--- src/rtl/lane_sync_pkg.sv ---
package lane_sync_pkg;
  localparam logic [7:0] CH_COMMA = 8'hBC;
  localparam logic [7:0] CH_MFBEG = 8'h1C;
  localparam logic [7:0] CH_MFEND = 8'h7C;
  localparam logic [7:0] CH_CFGMK = 8'h9C;
  localparam logic [7:0] CH_FREND = 8'hFC;
  localparam int CFG_BYTES = 14;

  typedef enum logic [1:0] {
    ST_HUNT  = 2'd0,
    ST_WAIT  = 2'd1,
    ST_ALIGN = 2'd2,
    ST_DATA  = 2'd3
  } lane_state_t;
endpackage

--- src/rtl/lane_sync_kcount.sv ---
// Counts consecutive clean commas during the hunt.
module lane_sync_kcount #(
  parameter int K_NEED = 4
) (
  input  logic clk,
  input  logic rst_n,
  input  logic clear,
  input  logic hit,
  output logic at_last
);
  localparam int CW = (K_NEED > 1) ? $clog2(K_NEED) : 1;
  logic [CW-1:0] cnt;

  always_ff @(posedge clk) begin
    if (!rst_n || clear) cnt <= '0;
    else if (hit)        cnt <= cnt + CW'(1);
  end

  assign at_last = (cnt == CW'(K_NEED - 1));
endmodule

--- src/rtl/lane_sync_mfpos.sv ---
// Position inside the current multiframe and index of the multiframe.
module lane_sync_mfpos #(
  parameter int MF_LEN  = 32,
  parameter int MF_NUM  = 4
) (
  input  logic clk,
  input  logic rst_n,
  input  logic start,
  input  logic step,
  output logic [$clog2(MF_LEN)-1:0] pos,
  output logic [$clog2(MF_NUM)-1:0] mf,
  output logic pos_last,
  output logic mf_last
);
  localparam int PW = $clog2(MF_LEN);
  localparam int MW = $clog2(MF_NUM);

  assign pos_last = (pos == PW'(MF_LEN - 1));
  assign mf_last  = (mf == MW'(MF_NUM - 1));

  always_ff @(posedge clk) begin
    if (!rst_n) begin
      pos <= '0;
      mf  <= '0;
    end else if (start) begin
      pos <= PW'(1);
      mf  <= '0;
    end else if (step) begin
      if (pos_last) begin
        pos <= '0;
        mf  <= mf + MW'(1);
      end else begin
        pos <= pos + PW'(1);
      end
    end
  end
endmodule

--- src/rtl/lane_sync_cfgbank.sv ---
// Byte-addressed capture bank for the configuration parameters.
module lane_sync_cfgbank #(
  parameter int NBYTES = 14
) (
  input  logic clk,
  input  logic rst_n,
  input  logic we,
  input  logic [$clog2(NBYTES)-1:0] idx,
  input  logic [7:0] din,
  output logic [NBYTES*8-1:0] bytes_o
);
  localparam int IW = $clog2(NBYTES);

  for (genvar i = 0; i < NBYTES; i++) begin : g_byte
    always_ff @(posedge clk) begin
      if (!rst_n)                        bytes_o[8*i +: 8] <= '0;
      else if (we && idx == IW'(i))      bytes_o[8*i +: 8] <= din;
    end
  end
endmodule

--- src/rtl/lane_sync_ctrl.sv ---
module lane_sync_ctrl
  import lane_sync_pkg::*;
#(
  parameter int FRAMES_PER_MF    = 8,
  parameter int OCTETS_PER_FRAME = 4,
  parameter int K_NEED           = 4,
  parameter int ILAS_MFS         = 4
) (
  input  logic                   clk,
  input  logic                   rst_n,
  input  logic                   in_valid,
  input  logic [7:0]             in_data,
  input  logic                   in_is_k,
  input  logic                   in_err,
  output logic                   sync_n,
  output logic                   ilas_start,
  output logic                   cfg_phase,
  output logic [CFG_BYTES*8-1:0] cfg_bytes,
  output logic                   link_ready,
  output logic                   out_valid,
  output logic [7:0]             out_data,
  output logic                   out_is_k
);
  localparam int MF_LEN = FRAMES_PER_MF * OCTETS_PER_FRAME;
  localparam int PW     = $clog2(MF_LEN);
  localparam int MW     = $clog2(ILAS_MFS);
  localparam int CIW    = $clog2(CFG_BYTES);

  lane_state_t st, st_nx;

  logic is_comma, is_beg, is_end, is_cfg, is_frend;
  assign is_comma = in_is_k && (in_data == CH_COMMA);
  assign is_beg   = in_is_k && (in_data == CH_MFBEG);
  assign is_end   = in_is_k && (in_data == CH_MFEND);
  assign is_cfg   = in_is_k && (in_data == CH_CFGMK);
  assign is_frend = in_is_k && (in_data == CH_FREND);

  logic k_hit, k_clear, k_last;
  logic mf_start, mf_step, pos_last, mf_last;
  logic [PW-1:0] pos;
  logic [MW-1:0] mf;
  logic align_ok, beat, go_hunt, cap_we;

  lane_sync_kcount #(.K_NEED(K_NEED)) u_kcount (
    .clk(clk), .rst_n(rst_n), .clear(k_clear), .hit(k_hit), .at_last(k_last)
  );

  lane_sync_mfpos #(.MF_LEN(MF_LEN), .MF_NUM(ILAS_MFS)) u_mfpos (
    .clk(clk), .rst_n(rst_n), .start(mf_start), .step(mf_step),
    .pos(pos), .mf(mf), .pos_last(pos_last), .mf_last(mf_last)
  );

  // Expected character class for the current preamble position
  always_comb begin
    if (pos == '0)                                align_ok = is_beg;
    else if (pos_last)                            align_ok = is_end;
    else if (mf == MW'(1) && pos == PW'(1))       align_ok = is_cfg;
    else                                          align_ok = !in_is_k;
  end

  always_comb begin
    st_nx    = st;
    k_hit    = 1'b0;
    mf_start = 1'b0;
    mf_step  = 1'b0;
    beat     = 1'b0;
    go_hunt  = 1'b0;
    if (in_valid) begin
      unique case (st)
        ST_HUNT: begin
          if (!in_err && is_comma) begin
            k_hit = 1'b1;
            if (k_last) st_nx = ST_WAIT;
          end
        end
        ST_WAIT: begin
          if (in_err)          go_hunt = 1'b1;
          else if (is_beg) begin
            mf_start = 1'b1;
            st_nx    = ST_ALIGN;
          end
          else if (!is_comma)  go_hunt = 1'b1;
        end
        ST_ALIGN: begin
          if (in_err || !align_ok) go_hunt = 1'b1;
          else begin
            mf_step = 1'b1;
            if (pos_last && mf_last) st_nx = ST_DATA;
          end
        end
        ST_DATA: begin
          if (in_err || (in_is_k && !is_end && !is_frend)) go_hunt = 1'b1;
          else beat = 1'b1;
        end
        default: go_hunt = 1'b1;
      endcase
    end
    if (go_hunt) st_nx = ST_HUNT;
  end

  assign k_clear = (st != ST_HUNT) || (in_valid && !k_hit);

  assign cap_we = mf_step && (mf == MW'(1)) &&
                  (pos >= PW'(2)) && (pos < PW'(CFG_BYTES + 2));

  lane_sync_cfgbank #(.NBYTES(CFG_BYTES)) u_cfgbank (
    .clk(clk), .rst_n(rst_n), .we(cap_we),
    .idx(CIW'(pos - PW'(2))), .din(in_data), .bytes_o(cfg_bytes)
  );

  always_ff @(posedge clk) begin
    if (!rst_n) begin
      st         <= ST_HUNT;
      ilas_start <= 1'b0;
      link_ready <= 1'b0;
      out_valid  <= 1'b0;
      out_data   <= '0;
      out_is_k   <= 1'b0;
    end else begin
      st         <= st_nx;
      ilas_start <= mf_start;
      out_valid  <= beat;
      if (go_hunt)   link_ready <= 1'b0;
      else if (beat) link_ready <= 1'b1;
      if (beat) begin
        out_data <= in_data;
        out_is_k <= in_is_k;
      end
    end
  end

  assign sync_n    = (st != ST_HUNT);
  assign cfg_phase = (st == ST_ALIGN) && (mf == MW'(1));
endmodule

--- config.mk ---
export PLATFORM = sky130hd
export DESIGN_NAME = lane_sync_ctrl
export DESIGN_NICKNAME = d
export VERILOG_FILES = /design/src/rtl/lane_sync_pkg.sv /design/src/rtl/lane_sync_kcount.sv /design/src/rtl/lane_sync_mfpos.sv /design/src/rtl/lane_sync_cfgbank.sv /design/src/rtl/lane_sync_ctrl.sv
export SDC_FILE = /design/constraint.sdc
export NUM_CORES = 1
export LEC_CHECK = 0
export ABC_AREA = 0
export CAP_MARGIN = 20
export CORE_ASPECT_RATIO = 1.25
export CORE_MARGIN = 3
export CORE_UTILIZATION = 45
export DETAILED_ROUTE_END_ITERATION = 12
export HOLD_SLACK_MARGIN = 0.06
export PLACE_DENSITY = 0.81
export SLEW_MARGIN = 0
export SYNTH_ARGS = -nofsm -noshare
export SYNTH_HDL_FRONTEND = slang
export SYNTH_SLANG_ARGS = --single-unit
--- constraint.sdc ---
create_clock -name clk -period 2.54 [get_ports clk]
set_input_delay 0.381 -clock clk [delete_from_list [all_inputs] [get_ports clk]]
set_output_delay 0.381 -clock clk [all_outputs]
set_load 0.05 [all_outputs]
After elaboration in Yosys (flattened, before gate mapping)
Cells that the tools add are included.

operators by class
  order comparisons = 2
  bitwise gates (word level) = 1
  reductions and logical operators = 50
  $add $sub $neg = 4
  eq/ne operators = 32
  muxes and demuxes = 33

operator list
  cell                                                  count
  logical AND 1 bit                                     29
  equality test 4 bit (second input constant)           6
  equality test 8 bit (second input constant)           3
  2-to-1 mux 1 bit                                      24
  equality test 4 x 3 -> 1 bit (second input constant)  4
  2-to-1 mux 2 bit                                      6
  != test 2 bit (second input constant)                 6
  equality test 2 bit (second input constant)           4
  equality test 4 x 2 -> 1 bit (second input constant)  2
  equality test 8 x 5 -> 1 bit (second input constant)  1
  equality test 8 x 7 -> 1 bit (second input constant)  1
  AND reduction 8 bit                                   1
  zero test 1 bit                                       7
  one-hot mux 2 bit (3 select lines)                    1
  adder 5 x 1 -> 5 bit (second input constant)          1
  equality test 5 x 1 -> 1 bit (second input constant)  1
  equality test 5 bit (second input constant)           1
  >= comparator 5 x 2 -> 1 bit (second input constant)  1
  zero test 5 bit                                       1
  < comparator 5 bit (second input constant)            1
  2-to-1 mux 5 bit                                      1
  adder 2 x 1 -> 2 bit (second input constant)          2
  equality test 2 x 1 -> 1 bit (second input constant)  2
  equality test 4 x 1 -> 1 bit (second input constant)  1
  other kinds (10)                                      15

word-level totals
  output and inout bits = 126
  bits of input ports = 13
  flip-flop bits (word level) = 135
  word-level logic and storage cells = 146

Longest topological paths before layout
  depth after elaboration = 14
  mapped depth = 12

Cells and area by module
A second synthesis with hierarchy kept.

second synthesis, totals
  cells, all modules = 551
  area, all modules = 5,539.1 um^2

modules (own cells, without submodules)
  module             area an instance (um^2)  seq. area each (um^2)  cells an instance  instances
  lane_sync_cfgbank  4,100.2                  2,242.2                393                1
  lane_sync_ctrl     1,002.2                  280.3                  112                1
  lane_sync_mfpos    351.6                    140.1                  38                 1
  lane_sync_kcount   85.1                     40.0                   8                  1

Worst setup path before layout
OpenSTA, ideal clock, no wires.

  kind = register to register
  start = register u_mfpos.pos[0]
  end = register u_cfgbank.bytes_o[64]
  data required time = 2,467 ps
  slack = -224 ps
  buffers on the path = 1
  library setup time = 73 ps
  cell stages (with the launch flop) = 11
  data arrival time = 2,690 ps
  path through = dfxtp_1 -> ha_1 -> and3_1 -> ha_1 -> or2_2 -> a2111oi_2 -> or2_2 -> o21ai_4 -> buf_6 -> nor4_4 -> mux2i_1

between the ends
  longest elaborated chain between the ends = 14
  elaborated cells on any way between the ends = 20

RTL lines
  what                             line                     source
  from (decl)                      lane_sync_mfpos.sv:10    output logic [$clog2(MF_LEN)-1:0] pos,
  from (signal assigned)           lane_sync_mfpos.sv:33    pos <= pos + PW'(1);
  equality test 5 x 1 -> 1 bit     lane_sync_ctrl.sv:57     else if (mf == MW'(1) && pos == PW'(1)) align_ok = is_cfg;
  logical AND 1 bit                lane_sync_ctrl.sv:57
  2-to-1 mux 1 bit                 lane_sync_ctrl.sv:57
  2-to-1 mux 1 bit                 lane_sync_ctrl.sv:56     else if (pos_last) align_ok = is_end;
  2-to-1 mux 1 bit                 lane_sync_ctrl.sv:55     if (pos == '0) align_ok = is_beg;
  zero test 1 bit                  lane_sync_ctrl.sv:85     if (in_err || !align_ok) go_hunt = 1'b1;
  logical OR 1 bit                 lane_sync_ctrl.sv:85
  2-to-1 mux 1 bit                 lane_sync_ctrl.sv:85
  2-to-1 mux 1 bit                 lane_sync_ctrl.sv:69     unique case (st)
  2-to-1 mux 1 bit                 lane_sync_ctrl.sv:68     if (in_valid) begin
  logical AND 1 bit (2 in a row)   lane_sync_ctrl.sv:103    assign cap_we = mf_step && (mf == MW'(1)) &&
  logical AND 1 bit                lane_sync_ctrl.sv:104    (pos >= PW'(2)) && (pos < PW'(CFG_BYTES + 2));
  logical AND 1 bit (*)            lane_sync_cfgbank.sv:17  else if (we && idx == IW'(i)) bytes_o[8*i +: 8] <= din;
  to (signal, indexed assignment)  lane_sync_cfgbank.sv:17
  to (decl)                        lane_sync_cfgbank.sv:10  output logic [NBYTES*8-1:0] bytes_o

Mark *: on every way between the ends. The rest lies on a longest branch, timed or not.
A chain may end at the register's enable or synchronous reset.

Worst setup path after layout
  start = register u_mfpos.pos[0]
  end = register u_mfpos.mf[0]

between the ends
  longest elaborated chain between the ends = 11
  elaborated cells on any way between the ends = 13

RTL lines
  what                               line                   source
  equality test 5 x 1 -> 1 bit       lane_sync_ctrl.sv:57
  logical AND 1 bit                  lane_sync_ctrl.sv:57
  2-to-1 mux 1 bit                   lane_sync_ctrl.sv:57
  2-to-1 mux 1 bit                   lane_sync_ctrl.sv:56
  2-to-1 mux 1 bit                   lane_sync_ctrl.sv:55
  zero test 1 bit                    lane_sync_ctrl.sv:85
  logical OR 1 bit                   lane_sync_ctrl.sv:85
  2-to-1 mux 1 bit                   lane_sync_ctrl.sv:85
  2-to-1 mux 1 bit                   lane_sync_ctrl.sv:69
  2-to-1 mux 1 bit                   lane_sync_ctrl.sv:68
  AND reduction 2 bit (no line) (*)  -
  to (signal assigned)               lane_sync_mfpos.sv:31  mf <= mf + MW'(1);
  to (decl)                          lane_sync_mfpos.sv:11  output logic [$clog2(MF_NUM)-1:0] mf,

Marked as above.

==> metrics.txt <==
outcome complete, but fails checks; violated checks setup timing; worst slew pin tran 0.693 ns; total power approximately 5.3 mW; fin crit period 2.59 ns; top post-synthesis cells by area dfxtp_1 48%, mux2i_1 21%, nand2_1 8.9%; # IOs approximately 140; Max stage delay cell, worst path or4_4; antenna violations before repair 0; area of the mapped netlist 5630 um^2; global-route wire length before repair 27.2 mm; clock latency on the worst-skew pair approximately 0.42 ns; main flop type after synthesis dfxtp_1; Final Cycle Share 102%; WL final 16.9 mm; worst hold slack 0.373 ns; kind of critical path flop to flop; DR vias a little under 5000; worst endpoint required time 2.88 ns; fmax 0.386 GHz; Die Span X between 100 and 150 um; DP Wirelength 11.7 mm; initial cell density of the core between 40% and 50%; delay of the slowest critical-path stage around 0.51 ns; crit-path cells ha_4, and3_4, ha_4, or2_4, a2111oi_4, or2_4, o21ai_4, buf_12, or4_4, a21oi_2; total grt overflow 0; P_leak 3.62 nW; n_diodes 0; Vert. Die Dim 131 um; ys async rst share 0%; DRT antenna net count 0; max_slew headroom between 50% and 60%; clock buffer count from CTS 17; H-tree Lvls 4; fin area 8410 um^2; Clock transition at path regs about 0.060 ns; cts hold-fix bufs 0; worst slack, placed -0.306 ns; GPL Wtd Cong 0.909; Worst setup SP type flop; vias per cell about 5.3; largest net degree at the start of global routing 57; # rows between 40 and 50; Critical Path Fanout Max 8; top-area cell type share of the netlist area between 40 and 50%; Worst Slack Setup Final -0.0540 ns; setup violators final 24; synthesized netlist net count around 600; WP data arrival 2.94 ns; Pre-antenna DRT Iters 4; clock sink total about 140; layout net count 783; FF+latch count, synth between 100 and 150; total track usage about 24%; clk_skew 0.0126 ns; sequential share of the synthesized area 48.0%; Worst Hold Class primary input to flop; unrepaired setup endpoints after global routing true; Avg WL per Cell between 15 and 20 um; endpoint class of the critical path flop; P per Cell Area approximately 630 nW/um^2; Final Hold Fails 0; CTS tree done; Post-synth EDFFs 0; final slew viol count 0; Core ar. approximately 12000 um^2; Root Driver clkbuf_16; Port Buffers roughly 140; Synth Instances approximately 570; Synth warnings 0; Avg Inst Size Synth about 10 um^2; vias in the first global route 5190; VDD IR max 0.000546 V; Area after DPL between 7000 and 8000 um^2; die area ~14000 um^2; area grow syn2layout 49.3%; # Max-Cap Violations 0; Initial DRC Count 226; DRC Markers 0; share of post-route cells with drive strength above 1 between 10% and 20%; area leader, netlist dfxtp_1; Yosys cell types 47; Longest Clk Path Bufs 2
-- synthesized netlist by cell type (3+ instances only) --
cell type / n
ha_1: 16
a311oi_1: 3
nand3b_1: 4
or4_1: 3
and2_1: 3
inv_1: 13
o31ai_1: 3
a31oi_1: 3
clkbuf_1: 29
nor2_1: 19
or2_2: 4
nand2b_1: 6
nand3_1: 6
nand2_1: 134
nor4_4: 6
nand4_1: 4
nand4b_1: 4
a21oi_1: 12
buf_2: 5
dfxtp_1: 135
o21ai_0: 4
mux2i_1: 121
-- final timing paths --
check	from	end	slack [ns]	depth (start not counted)
hold / removal	rst_n	u_cfgbank.bytes_o[101]	0.37	3
setup reg to reg	u_mfpos.pos[0]	u_mfpos.mf[0]	-0.05	10
setup / recovery	u_mfpos.pos[0]	u_mfpos.mf[0]	-0.05	10
hold reg to reg	link_ready	link_ready	0.44	2
-- cell usage in the layout (no fill, tap or decap), types with 3 or more instances in the layout --
master           instances
a31oi_1                  3
nand2b_1                 5
clkdlybuf4s50_1        135
nor2_1                  18
o21ai_0                  4
dfxtp_1                133
buf_4                   57
nand4_1                  4
clkbuf_16               17
and2_1                   3
inv_1                   13
inv_6                    7
nand4b_1                 4
a311oi_1                 3
mux2i_1                121
buf_6                    7
nand3b_1                 4
nand3_1                  6
or4_4                    3
nor4_4                   7
buf_12                   4
ha_1                    13
nand2_1                134
bufinv_16                4
a21oi_1                 11
-- registers in the layout, summed over array words and instances (netlist names) --
register,flops
ilas_start,1
u_mfpos.pos,5
out_valid,1
st,2
u_mfpos.mf,2
link_ready,1
out_data,8
out_is_k,1
u_cfgbank.bytes_o,112
u_kcount.cnt,2
-- where the power goes --
group / internal (mW) / switching [mW]
combinational: 0.172 / 0.291
clock: 1.67 / 0.991
sequential: 2.13 / 0.0207
total: 3.97 / 1.30
-- area by class of cell --
cell class / count / area (um^2)
Timing Repair Buffer: 205 / 1960
Clock inverter: 15 / 214
Sequential cell: 135 / 2710
Multi-Input combinational cell: 382 / 2840
Tap cell: 164 / 205
Fill cell: 902 / 3810
Clock buffer: 17 / 425
Inverter: 13 / 48.8
-- per-stage QoR --
step	util, %	cells	TNS, ns
after floorplan	-	567	0
after global placement	62.0	891	-14.47
after detailed placement	62.0	891	-19.74
after CTS	68.2	927	0
after global routing	68.8	931	-3.62
final	68.8	931	-0.514
-- kinds of logic (layout without fill, tap and decap cells) --
logic type	count (synthesis)	in the layout	share of synthesized area (%)
mux	121	121	21.5
compound gates	37	37	4.69
flops	135	135	48.0
xor+xnor	2	2	0.311
simple gates	206	206	18.3
fa+ha+maj	16	16	3.55
buf+inv	50	250	3.71
-- metal layers --
layer  up-vias  part of all wire [%]  routed length [um]  track usage [%]
met2       159                    53                8900             43.0
met4         0                   2.9                 493             9.43
li1       2314                     -                   -                -
met1      2397                    39                6580             28.1
met5         -                     0                   0                0
met3        42                   5.2                 882             6.49
-- critical path: cells and delay by family, from the launching register on --
kind                       cells  cell delay [ns]
DFF                            1             0.36
and+or+nand+nor                4             1.12
adders and majority gates      2             0.32
buffers and inverters          1             0.16
AOI/OAI and AO/OA              3             0.56
-- repair_timing --
item | CTS | global route
pin swaps | 5 | 13
endpoints found under the setup margin | 105 | 81
endpoints found under the hold margin | 0 | 0
setup buffers | 5 | 7
resized for setup | 18 | 15
No activity file was read; power rests on OpenSTA's default activity.
